**config.mk**
```make
export PLATFORM = sky130hd
export DESIGN_NAME = cascade_ack_ctrl
export DESIGN_NICKNAME = d
export VERILOG_FILES = /design/src/rtl/cascade_ack_pkg.sv /design/src/rtl/cac_unit.sv /design/src/rtl/cac_steer.sv /design/src/rtl/cascade_ack_ctrl.sv
export SDC_FILE = /design/constraint.sdc
export NUM_CORES = 1
export LEC_CHECK = 0
export BUFFER_PORTS_ARGS = -buffer_cell sky130_fd_sc_hd__buf_4
export CAP_MARGIN = 20
export CORE_UTILIZATION = 55
export DETAILED_ROUTE_END_ITERATION = 7
export GPL_ROUTABILITY_DRIVEN = 1
export PLACE_DENSITY = 0.83
export SYNTH_ARGS = -nofsm -noshare
export SYNTH_HDL_FRONTEND = slang
export SYNTH_SLANG_ARGS = --single-unit
```
**constraint.sdc**
```tcl
create_clock -name clk -period 4.2 [get_ports clk]
set_input_delay 0.84 -clock clk [delete_from_list [all_inputs] [get_ports clk]]
set_output_delay 0.84 -clock clk [all_outputs]
set_load 0.05 [all_outputs]
```
**src/rtl/cascade_ack_pkg.sv**
```systemverilog
package cascade_ack_pkg;
  localparam int unsigned UNIT_LINES = 8;
  localparam int unsigned IDX_W      = $clog2(UNIT_LINES);
  localparam int unsigned PRI_W      = IDX_W + 1;
  localparam int unsigned VEC_W      = 8;

  typedef logic [IDX_W-1:0]      line_idx_t;
  typedef logic [UNIT_LINES-1:0] line_vec_t;
  typedef logic [PRI_W-1:0]      pri_t;
  typedef logic [VEC_W-1:0]      vec_t;
endpackage

```
**src/rtl/cac_unit.sv**
```systemverilog
module cac_unit
  import cascade_ack_pkg::*;
#(
  parameter line_vec_t TM_MASK = '1
) (
  input  logic      clk,
  input  logic      rst_n,
  input  line_vec_t req_in,
  input  line_vec_t mask,
  input  logic      eoi,
  input  logic      ack,
  input  line_idx_t ack_idx,
  input  logic      tm_we,
  input  line_vec_t tm_wdata,
  output line_vec_t tm_q,
  output logic      grant_vld,
  output line_idx_t grant_idx
);

  line_vec_t req_q, irr_q, isr_q;
  line_vec_t irr_d, isr_d, tm_d;
  line_vec_t ack_oh, eoi_oh, pend;
  pri_t      pend_pri, isr_pri;

  assign pend = irr_q & ~mask;

  always_comb begin
    pend_pri = pri_t'(UNIT_LINES);
    for (int i = UNIT_LINES - 1; i >= 0; i--) begin
      if (pend[i]) pend_pri = pri_t'(i);
    end
  end

  always_comb begin
    isr_pri = pri_t'(UNIT_LINES);
    for (int i = UNIT_LINES - 1; i >= 0; i--) begin
      if (isr_q[i]) isr_pri = pri_t'(i);
    end
  end

  assign grant_vld = (pend_pri < isr_pri);
  assign grant_idx = pend_pri[IDX_W-1:0];

  always_comb begin
    ack_oh = '0;
    if (ack) ack_oh[ack_idx] = 1'b1;
    eoi_oh = '0;
    if (eoi && (isr_pri < pri_t'(UNIT_LINES))) eoi_oh[isr_pri[IDX_W-1:0]] = 1'b1;
  end

  for (genvar g = 0; g < UNIT_LINES; g++) begin : g_line
    assign irr_d[g] = tm_q[g] ? req_in[g]
                              : ((irr_q[g] & ~ack_oh[g]) | (req_in[g] & ~req_q[g]));
  end

  assign isr_d = (isr_q | ack_oh) & ~eoi_oh;
  assign tm_d  = tm_wdata & TM_MASK;

  always_ff @(posedge clk or negedge rst_n) begin
    if (!rst_n) begin
      req_q <= '0;
      irr_q <= '0;
      isr_q <= '0;
      tm_q  <= '0;
    end else begin
      req_q <= req_in;
      irr_q <= irr_d;
      isr_q <= isr_d;
      if (tm_we) tm_q <= tm_d;
    end
  end

  // an acknowledge always targets the line this unit grants
  a_r9_ack_is_grant : assert property (@(posedge clk) disable iff (!rst_n)
    ack |-> (grant_vld && (ack_idx == grant_idx)));

  // the acknowledged line is in service afterwards
  a_r9_ack_in_service : assert property (@(posedge clk) disable iff (!rst_n)
    (ack && !eoi) |=> isr_q[$past(ack_idx)]);

  // a level line still driven stays requested after its acknowledge
  a_r10_level_survives_ack : assert property (@(posedge clk) disable iff (!rst_n)
    (ack && tm_q[ack_idx] && req_in[ack_idx] && !tm_we) |=> irr_q[$past(ack_idx)]);

endmodule

```
**src/rtl/cac_steer.sv**
```systemverilog
module cac_steer
  import cascade_ack_pkg::*;
#(
  parameter line_idx_t CAS_LINE = line_idx_t'(2)
) (
  input  logic      clk,
  input  logic      rst_n,
  input  logic      inta,
  input  logic      pri_vld,
  input  line_idx_t pri_idx,
  input  logic      sec_vld,
  input  line_idx_t sec_idx,
  input  vec_t      base_pri,
  input  vec_t      base_sec,
  output logic      pri_ack,
  output logic      sec_ack,
  output logic      vec_vld,
  output vec_t      vec
);

  localparam line_idx_t SPUR_LINE = '1;

  vec_t vec_d;
  logic unused_base_low;

  assign unused_base_low = ^{base_pri[IDX_W-1:0], base_sec[IDX_W-1:0]};

  always_comb begin
    pri_ack = 1'b0;
    sec_ack = 1'b0;
    vec_d   = {base_pri[VEC_W-1:IDX_W], SPUR_LINE};
    if (inta && pri_vld) begin
      pri_ack = 1'b1;
      if (pri_idx == CAS_LINE) begin
        if (sec_vld) begin
          sec_ack = 1'b1;
          vec_d   = {base_sec[VEC_W-1:IDX_W], sec_idx};
        end else begin
          vec_d   = {base_sec[VEC_W-1:IDX_W], SPUR_LINE};
        end
      end else begin
        vec_d = {base_pri[VEC_W-1:IDX_W], pri_idx};
      end
    end
  end

  always_ff @(posedge clk or negedge rst_n) begin
    if (!rst_n) begin
      vec_vld <= 1'b0;
      vec     <= '0;
    end else begin
      vec_vld <= inta;
      if (inta) vec <= vec_d;
    end
  end

  // one valid pulse follows each strobe
  a_r3_valid_follows : assert property (@(posedge clk) disable iff (!rst_n)
    inta |=> vec_vld);

  // no valid without a strobe
  a_r3_no_stray_valid : assert property (@(posedge clk) disable iff (!rst_n)
    !inta |=> !vec_vld);

  // cascade grant with an empty secondary yields line 7, no secondary ack
  a_r6_spurious_sec : assert property (@(posedge clk) disable iff (!rst_n)
    (inta && pri_vld && (pri_idx == CAS_LINE) && !sec_vld)
      |=> (vec[IDX_W-1:0] == SPUR_LINE) && !$past(sec_ack));

  // no primary grant means no primary acknowledge
  a_r7_no_pri_ack : assert property (@(posedge clk) disable iff (!rst_n)
    (inta && !pri_vld) |-> !pri_ack);

endmodule

```
**src/rtl/cascade_ack_ctrl.sv**
```systemverilog
module cascade_ack_ctrl
  import cascade_ack_pkg::*;
#(
  parameter line_idx_t CAS_LINE    = line_idx_t'(2),
  parameter line_vec_t PRI_TM_MASK = line_vec_t'(8'hF8),
  parameter line_vec_t SEC_TM_MASK = line_vec_t'(8'hDE)
) (
  input  logic                    clk,
  input  logic                    rst_n,
  input  logic [2*UNIT_LINES-1:0] irq_in,
  input  logic [UNIT_LINES-1:0]   mask_pri,
  input  logic [UNIT_LINES-1:0]   mask_sec,
  input  logic [VEC_W-1:0]        base_pri,
  input  logic [VEC_W-1:0]        base_sec,
  input  logic                    eoi_pri,
  input  logic                    eoi_sec,
  input  logic                    inta,
  input  logic                    tm_we,
  input  logic                    tm_sel,
  input  logic [UNIT_LINES-1:0]   tm_wdata,
  output logic [UNIT_LINES-1:0]   tm_pri,
  output logic [UNIT_LINES-1:0]   tm_sec,
  output logic                    cpu_int,
  output logic                    vec_valid,
  output logic [VEC_W-1:0]        vec
);

  logic      rst_s1, rst_sn;
  logic      pri_vld, sec_vld, pri_ack, sec_ack;
  line_idx_t pri_idx, sec_idx;
  line_vec_t pri_req;
  logic      unused_cas_in;

  always_ff @(posedge clk or negedge rst_n) begin
    if (!rst_n) begin
      rst_s1 <= 1'b0;
      rst_sn <= 1'b0;
    end else begin
      rst_s1 <= 1'b1;
      rst_sn <= rst_s1;
    end
  end

  assign unused_cas_in = irq_in[CAS_LINE];

  always_comb begin
    pri_req           = irq_in[UNIT_LINES-1:0];
    pri_req[CAS_LINE] = sec_vld;
  end

  cac_unit #(.TM_MASK(PRI_TM_MASK)) i_pri (
    .clk       (clk),
    .rst_n     (rst_sn),
    .req_in    (pri_req),
    .mask      (mask_pri),
    .eoi       (eoi_pri),
    .ack       (pri_ack),
    .ack_idx   (pri_idx),
    .tm_we     (tm_we & ~tm_sel),
    .tm_wdata  (tm_wdata),
    .tm_q      (tm_pri),
    .grant_vld (pri_vld),
    .grant_idx (pri_idx)
  );

  cac_unit #(.TM_MASK(SEC_TM_MASK)) i_sec (
    .clk       (clk),
    .rst_n     (rst_sn),
    .req_in    (irq_in[2*UNIT_LINES-1:UNIT_LINES]),
    .mask      (mask_sec),
    .eoi       (eoi_sec),
    .ack       (sec_ack),
    .ack_idx   (sec_idx),
    .tm_we     (tm_we & tm_sel),
    .tm_wdata  (tm_wdata),
    .tm_q      (tm_sec),
    .grant_vld (sec_vld),
    .grant_idx (sec_idx)
  );

  cac_steer #(.CAS_LINE(CAS_LINE)) i_steer (
    .clk      (clk),
    .rst_n    (rst_sn),
    .inta     (inta),
    .pri_vld  (pri_vld),
    .pri_idx  (pri_idx),
    .sec_vld  (sec_vld),
    .sec_idx  (sec_idx),
    .base_pri (base_pri),
    .base_sec (base_sec),
    .pri_ack  (pri_ack),
    .sec_ack  (sec_ack),
    .vec_vld  (vec_valid),
    .vec      (vec)
  );

  assign cpu_int = pri_vld;

  // the secondary is only acknowledged through the primary's cascade line
  a_r5_sec_ack_via_cascade : assert property (@(posedge clk) disable iff (!rst_sn)
    sec_ack |-> (pri_ack && (pri_idx == CAS_LINE)));

endmodule

```
# == Yosys cells after proc, flatten, opt, wreduce, memory -nomap -nowiden ==
# Index checks and enable logic that the tools add are counted.
# Widths: inputs -> output; s select.
# totals
register_bits,70
out_inout_bits,26
word_cells,187
# op_classes
magnitude_cmp,12
n_eq_ne,1
muxes,62
bitwise,93
n_reduce_logical,7
# op_table
operator,count
$mux 4,32
$mux 8,6
$and 1x1->1,34
$not 1->1,33
$and 8x8->8,4
$not 8->8,4
$mux 1,19
$lt 3x4->1 const B,4
$or 1x1->1,16
$or 8x8->8,2
$demux 1 s3,4
$ge 3x1->1 const B,4
$lt 4x4->1,2
$lt 4x4->1 const B,2
$logic_and 1x1->1,7
$eq 3x2->1 const B,1
$mux 3,1

# == Logic depth before layout (Yosys ltp) ==
# depth
depth_word,19
depth_mapped,12

# == Modules after synthesis ==
# A second synthesis with hierarchy kept.
# unflattened
hier_cells,350
area_unflattened_um2,3399.5
# by_module_without_submodules
mod,instances,cells_each,area_each_um2
cac_unit (i_sec),1,152,1466.4
cac_unit (i_pri),1,149,1422.6
cac_steer,1,44,440.4
cascade_ack_ctrl,1,5,70.1

# == Worst setup path after synthesis ==
# Ideal clock, no wire load.
# synth_path
path_kind,in2out
startpoint,in mask_pri[0]
endpoint,out cpu_int
arrival_time_ns,3.208
required_ns,3.360
setup_slack_ns,0.152
stages,8
n_path_buf,0
path_cell_list,and2b_1 -> nor2_1 -> nand2_1 -> nor2_1 -> ha_1 -> a211oi_1 -> a21bo_2 -> o21ai_0
# synth_via
elab_chain_len,4
# synth_lines
item,line_no,source
start: declaration,cascade_ack_ctrl.sv:11,"input logic [UNIT_LINES-1:0] mask_pri,"
$not 8->8,cac_unit.sv:25,assign pend = irr_q & ~mask;
$and 8x8->8,cac_unit.sv:25,
$mux 4,cac_unit.sv:30,if (pend[i]) pend_pri = pri_t'(i);
$lt 4x4->1,cac_unit.sv:41,assign grant_vld = (pend_pri < isr_pri);
end: declaration,cascade_ack_ctrl.sv:23,"output logic cpu_int,"
# Every way passes these cells.

# == Worst setup path after layout ==
# Same ends and word-level chain as after synthesis.

==> flow_summary.toml <==
[status]
status = "complete, no violations"

[detailed_routing]
num_vias = 2896
drc = 0
drt_iter0_drc = 144
first_pass_iters = 4
routed_wl_mm = 7.853
antenna_left = 0
avgRoutedWirePerCell_um = 15.40
post_drt_via_cell_ratio = 5.678

[cts]
clk_pin_slew_ns = 0.08
cts_sinks = 70
cts_resized = 0
cts_tree = "yes"
cts-root-buf = "clkbuf_8"
clkLatencyLatePin_ns = 0.34
cts_buffers = 9
hold_buffers = 0
cts_max_level = 3
clock_path_buffers = 2
post_cts_buffers = 0

[setup_path]
startpoint = "mask_pri[0]"
arrival_ns = 3.01
worstSetupPathType = "in -> out"
start_kind = "input port"
critical_path.max_fanout = 4
end_kind = "output pin"
r2r_start = "i_pri.irr_q[0]"
required_ns = 3.36

[power]
p_sw_mw = 1.149
p_comb_frac = 0.442
p_leak_nw = 2.060
internal_power_mw = 1.636
pwr-share-seq = 0.335
peakVddDrop_v = 0.0003601
p_sw_frac = 0.4127
p_total_mw = 2.785
p_per_area_nw_per_um2 = 646.0
clkPwrFrac = 0.223

[synth]
seq_area_frac_synth = 0.5100
async_flop_share = 1.000
ys_seq_elements = 70
synth_ff_type = "dfrtp_1"
synth_area_um2 = 3435
yosysTopAreaCellShare = 0.5100
ys_types = 49
synth_area_per_cell_um2 = 9.984
yosys.area.top_type = "dfrtp_1"
synth_enable_flop_cells = 0
ys_warn_count = 0
ys_top_cells_by_area = "dfrtp_1 (51%), o21ai_0 (4.8%), mux2_2 (3.6%)"
synthCells = 344

[sta]
fin_tns_setup_ns = 0
rsz0062_at_grt = "no"
fin_ws_ns = 0.3495
finalHoldViolations = 0
skew_ns = 0.01063
max_freq_mhz = 259.7
fin_crit_ns = 3.851
slew_viol_final = 0
relSlewSlack = 0.4904
fin_crit_sh = 0.9168
setup_viol = 0
worstMarginPinSlew_ns = 0.7598

[placed_design]
placed_cell_area_um2 = 4080
dp_hpwl_mm = 5.931
portBuffers = 75
gp_congestion = 0.9340
detailedPlace.worstSlack_ns = 0.4240

[final_layout]
fillCellCount = 440
nNetsFinal = 499
antennaDiodeCount = 0
area_delta_synth_final_pct = 25.54
drive_gt1_frac = 0.2759
post-route-util = 0.7240
design_area_um2 = 4312

[flow_run]
cap_viol_max_count = 0

[die]
die-height_um = 81.02
core-area_um2 = 5956
ios = 89
die_w_um = 81.02
rows = 28
die-area_um2 = 6564
start_util = 0.5767

[grt]
grt_antenna_before_repair = 0
grt_max_degree = 44
overflow = 0
grt_first_pass_wirelength_mm = 13.15
grt_pass1_vias = 2887
track_usage = 0.2676

[worst_hold_path]
min_path_type = "in -> async"
[path summary, 6_finish.rpt]
kind                                  end  slack, ns  cells after the start
hold / removal                     rst_sn       0.26                      1
max in group asynchronous  i_steer.vec[2]       2.95                      1
hold reg to reg             i_sec.tm_q[1]       0.27                      0
min in group clk                   rst_sn       0.37                      0
setup reg to reg           i_sec.isr_q[6]       0.98                     11
setup / recovery                  cpu_int       0.35                     10
[stage by stage]
stage          instances  hold slack (ns)
6_report             510           0.2583
3_3_place_gp         494           0.2893
4_1_cts              510           0.2503
2_1_floorplan        348           0.3312
3_5_place_dp         494           0.2882
5_1_grt              510           0.2438
[cell families (layout without fill, tap and decap cells)]
kind of cell | after synthesis | after routing | synth area share
compound gates | 101 | 101 | 0.2018
fa+ha+maj | 6 | 6 | 0.02186
buf+inv | 31 | 118 | 0.03971
flops | 70 | 70 | 0.5100
mux | 13 | 13 | 0.04189
other cells | 2 | 6 | 0.002187
simple gates | 121 | 121 | 0.1825
[critical path, cell delays in order]
cell and delay, ns:
buf_4 0.08, and2b_1 0.20, or2_2 0.34, a21oi_1 0.23, ha_1 0.28, o211a_1 0.23, a211oi_1 0.30, inv_1 0.15
o21ai_0 0.13, buf_4 0.24
[power groups by stage]
stage / combinational (mW) / sequential (mW) / clock, mW
finish: 1.23 / 0.934 / 0.620
global route: 1.37 / 0.957 / 0.658
CTS: 1.22 / 0.934 / 0.628
detailed placement: 1.21 / 0.946 / 0
global placement: 1.17 / 0.941 / 0
floorplan: 0.748 / 1.08 / 0
[Yosys cell counts, types with 2 or more instances]
master and count:
a22o_1 9, a211o_1 2, and2_1 2, conb_1 2
ha_1 6, o21ai_0 33, or2_2 4, and2b_1 2
inv_1 25, a211oi_1 3, mux2i_1 2, nand3_1 6
nand2_1 22, nand2b_1 17, o31ai_1 7, dfrtp_1 70
a21oi_1 20, mux2_2 11, buf_4 5, nor2b_1 18
a21o_1 5, and3_1 2, or3_1 2, nor3b_1 2
a2bb2oi_1 5, nor4_1 2, nor2_1 28, nor3_1 11
[flip-flops by register name (all words and copies together), names as in the netlist]
name and count:
i_sec.irr_q 8, i_pri.req_q 8, i_steer.vec 8, i_sec.isr_q 8, i_pri.tm_q 5, i_sec.req_q 8, i_pri.irr_q 8, i_steer.vec_vld 1
i_pri.isr_q 8, rst_s1 1, i_sec.tm_q 6, rst_sn 1
[final cells by class]
cell class              instances  area [µm²]  share of cell area
flip-flops and latches         70        1753              0.4066
multi-input cells             247        1562              0.3622
inverters                      25       93.84             0.02176
clock buffers                  10       137.6             0.03192
well taps                      75       93.84             0.02176
clock inverters                 6       93.84             0.02176
repair buffers                 77       578.1              0.1341
[cell usage in the layout (no fill, tap or decap), types with 10 or more instances in the layout]
cell	count
nand2_1	22
inv_1	25
nor3_1	11
o21ai_0	33
buf_4	77
a21oi_1	20
nand2b_1	17
mux2_2	11
nor2b_1	18
nor2_1	28
dfrtp_1	69
clkbuf_8	10
[layer usage]
metal,wire [µm],GRT usage,vias up,share of wire
li1,-,-,1379,-
met1,3559,0.3506,1392,0.45
met2,3674,0.4269,110,0.47
met3,471,0.05843,15,0.060
met4,147,0.1179,0,0.019
met5,0,0,-,0
Note: power is estimated with default switching activity, not from simulation.
